## config.mk

```make
export PLATFORM = sky130hd
export DESIGN_NAME = fifo_ofs_prog
export DESIGN_NICKNAME = d
export VERILOG_FILES = /design/src/rtl/fop_pkg.sv /design/src/rtl/fop_part_ptr.sv /design/src/rtl/fop_ser_cnt.sv /design/src/rtl/fop_ofs_bank.sv /design/src/rtl/fop_rd_mux.sv /design/src/rtl/fifo_ofs_prog.sv
export SDC_FILE = /design/constraint.sdc
export NUM_CORES = 1
export LEC_CHECK = 0
export ABC_AREA = 1
export BUFFER_PORTS_ARGS = -buffer_cell sky130_fd_sc_hd__clkbuf_2
export CELL_PAD_IN_SITES_DETAIL_PLACEMENT = 0
export CELL_PAD_IN_SITES_GLOBAL_PLACEMENT = 1
export CORE_ASPECT_RATIO = 0.9
export CORE_MARGIN = 8
export CORE_UTILIZATION = 40
export CTS_CLUSTER_DIAMETER = 100
export DETAILED_ROUTE_END_ITERATION = 8
export HOLD_SLACK_MARGIN = 0.08
export PLACE_DENSITY = 0.91
export SETUP_SLACK_MARGIN = 0.3
export SYNTH_ARGS = -nofsm -noshare
export SYNTH_HDL_FRONTEND = slang
export SYNTH_HIERARCHICAL = 1
export SYNTH_SLANG_ARGS = --single-unit
```

## constraint.sdc

```tcl
create_clock -name clk -period 6.4 [get_ports clk]
set_clock_uncertainty 0.05 [all_clocks]
set_input_delay 0.96 -clock clk [delete_from_list [all_inputs] [get_ports clk]]
set_output_delay 0.96 -clock clk [all_outputs]
set_load 0.02 [all_outputs]
```

## src/rtl/fop_pkg.sv

```systemverilog
package fop_pkg;

   typedef enum logic {
      LOAD_PAR = 1'b0,
      LOAD_SER = 1'b1
   } load_mode_e;

   typedef logic [1:0] part_idx_t;

   localparam int LO_W      = 8;
   localparam int DFLT_PAR  = 127;
   localparam int DFLT_SER  = 1023;

   // step order of a register-part pointer: 0,1,2,3 when split, 0,2 when whole
   function automatic part_idx_t part_next(input part_idx_t p, input logic split);
      part_idx_t n;
      if (split) n = p + 2'd1;
      else       n = {~p[1], 1'b0};
      return n;
   endfunction

endpackage

```

## src/rtl/fop_part_ptr.sv

```systemverilog
module fop_part_ptr
   import fop_pkg::*;
(
   input  logic      clk,
   input  logic      mrst_n,
   input  logic      step,
   input  logic      split,
   output part_idx_t part
);

   part_idx_t part_q;

   always_ff @(posedge clk) begin
      if (!mrst_n)   part_q <= '0;
      else if (step) part_q <= part_next(part_q, split);
   end

   assign part = part_q;

endmodule

```

## src/rtl/fop_ser_cnt.sv

```systemverilog
module fop_ser_cnt #(
   parameter int OFS_W = 13,
   localparam int NBITS = 2 * OFS_W,
   localparam int IDX_W = $clog2(NBITS)
) (
   input  logic             clk,
   input  logic             mrst_n,
   input  logic             preset_valid,
   input  logic             shift,
   output logic [IDX_W-1:0] bit_idx,
   output logic             valid
);

   localparam logic [IDX_W-1:0] LAST = IDX_W'(NBITS - 1);

   logic [IDX_W-1:0] idx_q;
   logic             valid_q;

   always_ff @(posedge clk) begin
      if (!mrst_n) begin
         idx_q   <= '0;
         valid_q <= preset_valid;
      end else if (shift) begin
         if (idx_q == LAST) begin
            idx_q   <= '0;
            valid_q <= 1'b1;
         end else begin
            idx_q <= idx_q + 1'b1;
         end
      end
   end

   assign bit_idx = idx_q;
   assign valid   = valid_q;

endmodule

```

## src/rtl/fop_ofs_bank.sv

```systemverilog
module fop_ofs_bank
   import fop_pkg::*;
#(
   parameter int OFS_W  = 13,
   parameter int DATA_W = 18,
   localparam int IDX_W = $clog2(2 * OFS_W),
   localparam int HI_W  = OFS_W - LO_W
) (
   input  logic              clk,
   input  logic              mrst_n,
   input  logic              big_dflt,
   input  logic              split,
   input  logic              par_we,
   input  part_idx_t         par_part,
   input  logic [DATA_W-1:0] din,
   input  logic              ser_we,
   input  logic [IDX_W-1:0]  ser_idx,
   input  logic              sdi,
   output logic [OFS_W-1:0]  empty_ofs,
   output logic [OFS_W-1:0]  full_ofs
);

   logic [OFS_W-1:0] ofs_q [2];

   // entry 0 is the empty-side offset, entry 1 the full-side offset
   for (genvar g = 0; g < 2; g++) begin : g_ofs
      localparam int        BASE   = g * OFS_W;
      localparam part_idx_t LO_SEL = 2'(2 * g);
      localparam part_idx_t HI_SEL = 2'(2 * g + 1);

      always_ff @(posedge clk) begin
         if (!mrst_n) begin
            ofs_q[g] <= big_dflt ? OFS_W'(DFLT_SER) : OFS_W'(DFLT_PAR);
         end else if (par_we && par_part == LO_SEL) begin
            if (split) ofs_q[g][LO_W-1:0] <= din[LO_W-1:0];
            else       ofs_q[g]           <= din[OFS_W-1:0];
         end else if (par_we && split && par_part == HI_SEL) begin
            ofs_q[g][OFS_W-1:LO_W] <= din[HI_W-1:0];
         end else if (ser_we) begin
            for (int b = 0; b < OFS_W; b++) begin
               if (ser_idx == IDX_W'(BASE + b)) ofs_q[g][b] <= sdi;
            end
         end
      end
   end

   assign empty_ofs = ofs_q[0];
   assign full_ofs  = ofs_q[1];

endmodule

```

## src/rtl/fop_rd_mux.sv

```systemverilog
module fop_rd_mux
   import fop_pkg::*;
#(
   parameter int OFS_W  = 13,
   parameter int DATA_W = 18
) (
   input  part_idx_t         part,
   input  logic              split,
   input  logic [OFS_W-1:0]  empty_ofs,
   input  logic [OFS_W-1:0]  full_ofs,
   output logic [DATA_W-1:0] rdata
);

   logic [OFS_W-1:0] sel;

   always_comb begin
      sel = part[1] ? full_ofs : empty_ofs;
      if (!split)       rdata = DATA_W'(sel);
      else if (part[0]) rdata = DATA_W'(sel[OFS_W-1:LO_W]);
      else              rdata = DATA_W'(sel[LO_W-1:0]);
   end

endmodule

```

## src/rtl/fifo_ofs_prog.sv

```systemverilog
module fifo_ofs_prog
   import fop_pkg::*;
#(
   parameter int OFS_W  = 13,
   parameter int DATA_W = 18,
   localparam int IDX_W = $clog2(2 * OFS_W)
) (
   input  logic              clk,
   input  logic              mrst_n,
   input  logic              prst_n,
   input  logic              ld_n,
   input  logic              wen_n,
   input  logic              sen_n,
   input  logic              sdi,
   input  logic              narrow,
   input  logic [DATA_W-1:0] din,
   input  logic              rd_req,
   output logic [OFS_W-1:0]  empty_ofs,
   output logic [OFS_W-1:0]  full_ofs,
   output logic [DATA_W-1:0] rdata,
   output logic              flags_valid,
   output logic              mem_wr
);

   if (OFS_W < 10 || OFS_W > 2 * LO_W) begin : g_bad_ofs_w
      initial $fatal(1, "OFS_W must lie in 10..16");
   end
   if (DATA_W < OFS_W) begin : g_bad_data_w
      initial $fatal(1, "DATA_W must be at least OFS_W");
   end

   load_mode_e       mode_q;
   logic             live;
   logic             par_we;
   logic             ser_we;
   logic             rd_step;
   part_idx_t        wr_part;
   part_idx_t        rd_part;
   logic [IDX_W-1:0] ser_idx;

   always_ff @(posedge clk) begin
      if (!mrst_n) mode_q <= ld_n ? LOAD_SER : LOAD_PAR;
   end

   assign live    = mrst_n && prst_n;
   assign par_we  = live && !ld_n && !wen_n && (mode_q == LOAD_PAR);
   assign ser_we  = live && !ld_n && !sen_n && (mode_q == LOAD_SER);
   assign rd_step = live && !ld_n && rd_req && !(par_we || ser_we);
   assign mem_wr  = ld_n && !wen_n;

   fop_part_ptr u_wr_ptr (
      .clk    (clk),
      .mrst_n (mrst_n),
      .step   (par_we),
      .split  (narrow),
      .part   (wr_part)
   );

   fop_part_ptr u_rd_ptr (
      .clk    (clk),
      .mrst_n (mrst_n),
      .step   (rd_step),
      .split  (narrow),
      .part   (rd_part)
   );

   fop_ser_cnt #(.OFS_W(OFS_W)) u_ser (
      .clk          (clk),
      .mrst_n       (mrst_n),
      .preset_valid (!ld_n),
      .shift        (ser_we),
      .bit_idx      (ser_idx),
      .valid        (flags_valid)
   );

   fop_ofs_bank #(.OFS_W(OFS_W), .DATA_W(DATA_W)) u_bank (
      .clk       (clk),
      .mrst_n    (mrst_n),
      .big_dflt  (ld_n),
      .split     (narrow),
      .par_we    (par_we),
      .par_part  (wr_part),
      .din       (din),
      .ser_we    (ser_we),
      .ser_idx   (ser_idx),
      .sdi       (sdi),
      .empty_ofs (empty_ofs),
      .full_ofs  (full_ofs)
   );

   fop_rd_mux #(.OFS_W(OFS_W), .DATA_W(DATA_W)) u_rd_mux (
      .part      (rd_part),
      .split     (narrow),
      .empty_ofs (empty_ofs),
      .full_ofs  (full_ofs),
      .rdata     (rdata)
   );

endmodule

```

==> impl_results.md, run 1 <==
- Status: finished, final reports clean
- GR Overflow Total: 0
- Placer Congestion: 0.900
- Worst min path class: reg -> reg
- Post-Syn Area: 2750 sq um
- Via count: 2826
- DRT Pass-1 Iters: 6
- Synth area leader: edfxtp_1
- Setup TNS: 0 ps
- Clk slew on worst S/H paths: 80 ps
- Layout cells sized above 1: 21.1%
- Layout filler cell count: 693
- Top-area cell type share of the netlist area: 30.6%
- Synthesis Warnings: 6
- Clk sinks: 37
- Commonest non-fill, non-tap cells in the layout: nand2_1 (117), clkbuf_2 (62), nor2_1 (61)
- Number of max-cap violations: 0
- Worst endpoint data arrival time: 3350 ps
- Dpl cell area: 3090 sq um
- Highest clock rate: 293 MHz
- Cell variety after synth: 32
- Crit path time final: 3410 ps
- CP Capture Type: flop
- # DRC: 0
- Hold path endpoint: u_ser/bit_idx[4]
- ANT cells: 0
- Routed len/inst: 14.3 um
- Post-CTS resize count: 0
- Pwr Density: 161 nW/um^2
- Final worst-path cycle share: 53.3%
- WL final: 7980 um
- Hold Buf Count CTS: 0
- Final Hold Fails: 0
- Hold Crit Start: u_ser/bit_idx[4]
- Die span in x: 103 um
- CP Cell Sequence: clkbuf_2, nand3_2, nor2_1, nand2_1, nor3_2, nand2_1, o21ai_0
- Die height: 94.6 um
- CP Launch Type: primary input
- Worst r2r path cells: 11
- Util after Layout: 48.0%
- RSZ-0062 raised after global routing: no
- Measured slew at the worst slew-check pin: 932 ps
- Synth-to-Final Area Change: 15.5%
- DRT iter0 DRCs: 198
- Slew Limit Fails: 0
- Root buf cell: clkbuf_8
- Seq/Total Area, Yosys: 37.1%
- CTS tree: yes
- Crit-path max FO: 29
- Boundary pin count: 73
- CTS Buffer Depth: 2
- Crit-path max cell delay: 780 ps
- Top cells by area, synth: edfxtp_1 (31%), nand2_1 (16%), nor2_1 (8.3%), nand3_1 (7.3%), dfxtp_1 (6.6%)
- Mapped Cells: 410
- Worst EP required: 6340 ps
- Crit Path Category: in -> reg
- Final instance area: 3180 sq um
- Die ar.: 9780 sq um
- Post-synthesis register bit count: 37
- IO buf count: 62
- Row count: 28
- Post-route ant nets: 0
- Total core area: 6620 sq um
- VDD IR max: 94.5 uV
- Crit path max-delay cell type: nor3_2
- Commonest non-fill, non-tap cell in the layout: nand2_1
- Vias in the first global route: 2670
- Nets: 498
- RR Startpoint: mode_q
- CTS H-Tree Depth: 2
- Max transition margin: 37.5%
- Num CTS Buffers: 5
- # setup viols final: 0
- Post-CTS Setup Inserts: 0
- Placement Setup Slack: 2690 ps
- Pin count of the biggest net entering global routing: 30
- GRT Overall Usage: 16.7%
- First-pass GRT wire length: 12800 um
- DP HPWL: 6310 um
- Pleak: 1.42 nW
- DR vias/cell: 5.05
- Crit path top cell by count: nand2_1
- Worst-Skew Late Latency: 290 ps
- Reg-to-reg slack, setup: 3840 ps
- Average cell area after synthesis: 6.70 sq um
- RR Endpoint: u_bank/ofs_q[1][12]
- Worst hold stages: 4
- Initial antenna violation count: 0
- Final setup margin: 2990 ps
- Initial Utilization: 41.5%
==> cell usage after synthesis (all sizes together) <==
cell,count
o21bai,1
nor2,65
ha,2
inv,50
a21oi,17
edfxtp,28
clkbuf,4
a31oi,1
nand2,127
conb,1
or2,6
a211oi,1
nor3,6
dfxtp,9
xor2,1
nand4,12
nand3,44
buf,10
xnor2,1
o21ai,23
nand3b,1
==> worst max-delay path: cells and delay by family <==
kind / cells / cell delay, ps
compound gates: 1 / 240
buf+inv: 1 / 450
simple gates: 5 / 1690
==> flip-flops by register name (all words and copies together) (netlist names) <==
register       flops
u_rd_ptr/part      2
u_bank/ofs_q      26
u_wr_ptr/part      2
mode_q             1
u_ser/valid        1
u_ser/bit_idx      5
==> cell families (layout without fill, tap and decap cells) <==
kind of cell / after synthesis / in the layout / synth area share (%)
DFF: 37 / 37 / 37.1
xor gates and xnor gates: 2 / 2 / 0.637
and+or+nand+nor: 261 / 261 / 42.6
other: 1 / 5 / 0.136
AOI/OAI and AO/OA: 43 / 43 / 8.19
buffers and inverters: 64 / 120 / 10.4
adders and majority gates: 2 / 2 / 0.910
==> metrics by stage <==
stage	total power, mW	hold slack, ps	instances
6_report	0.511	557	560
5_1_grt	0.533	602	560
4_1_cts	0.518	556	560
3_5_place_dp	0.354	544	552
3_3_place_gp	0.353	532	552
2_1_floorplan	0.326	487	414
==> worst max path at each step <==
stage          startpoint                   to  slack [ps]  cells after the start
2_1_floorplan        ld_n  u_bank/ofs_q[1][12]        3740                     11
3_3_place_gp       mrst_n  u_bank/ofs_q[1][11]        2750                      7
3_5_place_dp       mrst_n  u_bank/ofs_q[1][12]        2690                      7
4_1_cts            mrst_n  u_bank/ofs_q[1][12]        3000                      7
5_1_grt            mrst_n  u_bank/ofs_q[1][12]        2650                      7
6_report           mrst_n  u_bank/ofs_q[1][12]        2990                      7
==> power by group <==
group	leakage, nW	switching, mW	internal, mW
Sequential	0.319	0.00559	0.265
Clock	0.0439	0.0878	0.0752
Combinational	1.06	0.0546	0.0228
Total	1.42	0.148	0.363
==> final cells by class <==
type                       instances  area (sq um)  area share [%]
inverter                          50           188            5.91
clock buffer                       5          68.8            2.17
timing repair buffer              62           310            9.77
multi-input combinational        313          1460            45.9
sequential                        37          1020            32.2
clock inverter                     3          17.5           0.552
tap                               90           113            3.55
==> per-layer routing <==
metal / GRT usage (%) / part of all wire, % / wire length (um) / up-vias
li1: - / - / - / 1436
met1: 20.6 / 42 / 3370 / 1234
met2: 28.1 / 46 / 3670 / 147
met3: 3.38 / 10 / 807 / 9
met4: 6.26 / 1.6 / 131 / 0
met5: 0 / 0 / 0 / -
No activity file was read; power rests on OpenSTA's default activity.
==> run 2, diff against run 1 <==
--- a/config.mk
+++ b/config.mk
@@ -11,11 +11,11 @@
 export CELL_PAD_IN_SITES_GLOBAL_PLACEMENT = 1
 export CORE_ASPECT_RATIO = 0.9
 export CORE_MARGIN = 8
-export CORE_UTILIZATION = 40
+export CORE_UTILIZATION = 37
 export CTS_CLUSTER_DIAMETER = 100
 export DETAILED_ROUTE_END_ITERATION = 8
 export HOLD_SLACK_MARGIN = 0.08
-export PLACE_DENSITY = 0.91
+export PLACE_DENSITY = 0.86
 export SETUP_SLACK_MARGIN = 0.3
 export SYNTH_ARGS = -nofsm -noshare
 export SYNTH_HDL_FRONTEND = slang
==> constraint.sdc (replaced) <==
create_clock -name clk -period 3.2 [get_ports clk]
set_clock_uncertainty 0.05 [all_clocks]
set_input_delay 0.48 -clock clk [delete_from_list [all_inputs] [get_ports clk]]
set_output_delay 0.48 -clock clk [all_outputs]
set_load 0.02 [all_outputs]
==> run 2 against run 1 <==
Power up 110%; combinational power up 100%; register-to-register slack worse by 2900 ps; first-iteration DRC count up 19%; critical path depth up 5; utilization down 4.0 points; hold slack worse by 80 ps; cell count up 1.6%; sequential share of layout area down 0.55 points; critical path type unchanged; die area up 6.8%.
==> impl_results.md, run 2 (synthesis gave the netlist of run 1 again) <==
- Hold path endpoint: u_bank/ofs_q[1][12]
- GR Overflow Total: 0
- RR Startpoint: mode_q
- CTS Buffer Depth: 2
- Post-CTS resize count: 0
- Hold Buf Count CTS: 0
- Setup TNS: 0 ps
- Worst hold stages: 3
- # setup viols final: 0
- Total core area: 7360 sq um
- CP Capture Type: flop
- Pwr Density: 338 nW/um^2
- Measured slew at the worst slew-check pin: 630 ps
- RSZ-0062 raised after global routing: no
- DR vias/cell: 4.94
- Final setup margin: 928 ps
- Initial antenna violation count: 0
- Number of max-cap violations: 0
- Crit Path Category: in -> reg
- GRT Overall Usage: 15.9%
- ANT cells: 0
- DP HPWL: 6440 um
- Pin count of the biggest net entering global routing: 29
- Worst-Skew Late Latency: 290 ps
- Util after Layout: 43.9%
- DRT iter0 DRCs: 236
- Synth-to-Final Area Change: 17.5%
- CTS tree: yes
- Final worst-path cycle share: 71.0%
- RR Endpoint: u_bank/ofs_q[1][10]
- Num CTS Buffers: 5
- Worst r2r path cells: 11
- Max transition margin: 57.7%
- Max FFs per register: 26
- Highest clock rate: 440 MHz
- Die height: 97.8 um
- Commonest non-fill, non-tap cell in the layout: nand2_1
- Placer Congestion: 0.895
- # DRC: 0
- Via count: 2811
- Crit-path max FO: 7
- Boundary pin count: 73
- WL final: 8120 um
- VDD IR max: 245 uV
- Biggest register: u_bank/ofs_q
- Post-CTS Setup Inserts: 0
- Vias in the first global route: 2694
- Clk sinks: 37
- Pleak: 1.45 nW
- Layout cells sized above 1: 21.6%
- Placement Setup Slack: 620 ps
- Worst endpoint data arrival time: 2210 ps
- Clk slew on worst S/H paths: 70 ps
- Die span in x: 107 um
- Commonest non-fill, non-tap cells in the layout: nand2_1 (117), clkbuf_2 (62), nor2_1 (61)
- Status: finished, final reports clean
- Die ar.: 10400 sq um
- CP Launch Type: primary input
- DRT Pass-1 Iters: 5
- Final Hold Fails: 0
- Worst min path class: in -> reg
- Slew Limit Fails: 0
- CTS H-Tree Depth: 2
- Crit path time final: 2270 ps
- Reg-to-reg slack, setup: 960 ps
- Layout filler cell count: 795
- Initial Utilization: 37.4%
- Row count: 30
- IO buf count: 62
- First-pass GRT wire length: 13500 um
- Routed len/inst: 14.3 um
- Nets: 502
- Worst EP required: 3140 ps
- Hold Crit Start: din[12]
- Root buf cell: clkbuf_8
- Post-route ant nets: 0
run 2: cell count changes in the layout (fill, tap and decap cells not counted):
cell,before,now
bufinv_16,0,1
buf_4,0,4
clkinv_2,2,1
clkinvlp_4,1,0
run 2: per-stage QoR:
stage	hold WS [ps]	total power [mW]	instances	area, sq um
floorplan	487	0.652	414	2760
global placement	505	0.707	562	3130
detailed placement	536	0.710	562	3130
CTS	465	1.10	569	3230
global route	480	1.14	569	3230
finish	476	1.09	569	3230
run 2: where the power goes:
part | total [mW] | switching (mW) | internal (mW)
combinational | 0.158 | 0.111 | 0.0469
sequential | 0.541 | 0.0103 | 0.530
clock | 0.393 | 0.166 | 0.227
run 2: critical path, cell delays in order:
cell and delay [ps]:
clkbuf_2 170, inv_2 100, nand3_2 80, nor2_1 330, nand2_1 190, nor2_4 250
nand2_2 150, nand2_2 140, inv_1 90, nand2_1 60, inv_1 70, o21ai_0 100
run 2: layout make-up:
type	instances	area [sq um]	area share (%)
tap	96	120	3.72
timing repair buffer	66	340	10.5
multi-input combinational	313	1460	45.1
clock inverter	2	35.0	1.08
sequential	37	1020	31.6
clock buffer	5	68.8	2.13
inverter	50	188	5.81
run 2: worst max-delay path by stage:
stage                     start                   to
after global placement     ld_n  u_bank/ofs_q[1][12]
after CTS                  ld_n  u_bank/ofs_q[1][10]
after global routing       ld_n   u_bank/ofs_q[1][0]
final                      ld_n  u_bank/ofs_q[1][10]
after detailed placement   ld_n  u_bank/ofs_q[1][10]
after floorplan            ld_n  u_bank/ofs_q[1][12]
run 2: routing by layer:
| metal | global-route usage, % | share of wire (%) | vias to the layer above | wire length (um) |
|---|---|---|---|---|
| met3 | 3.69 | 8.0 | 5 | 652 |
| met1 | 20.5 | 46 | 1253 | 3690 |
| li1 | - | - | 1442 | - |
| met5 | 0 | 0 | - | 0 |
| met2 | 26.3 | 46 | 111 | 3730 |
| met4 | 2.81 | 0.52 | 0 | 42 |
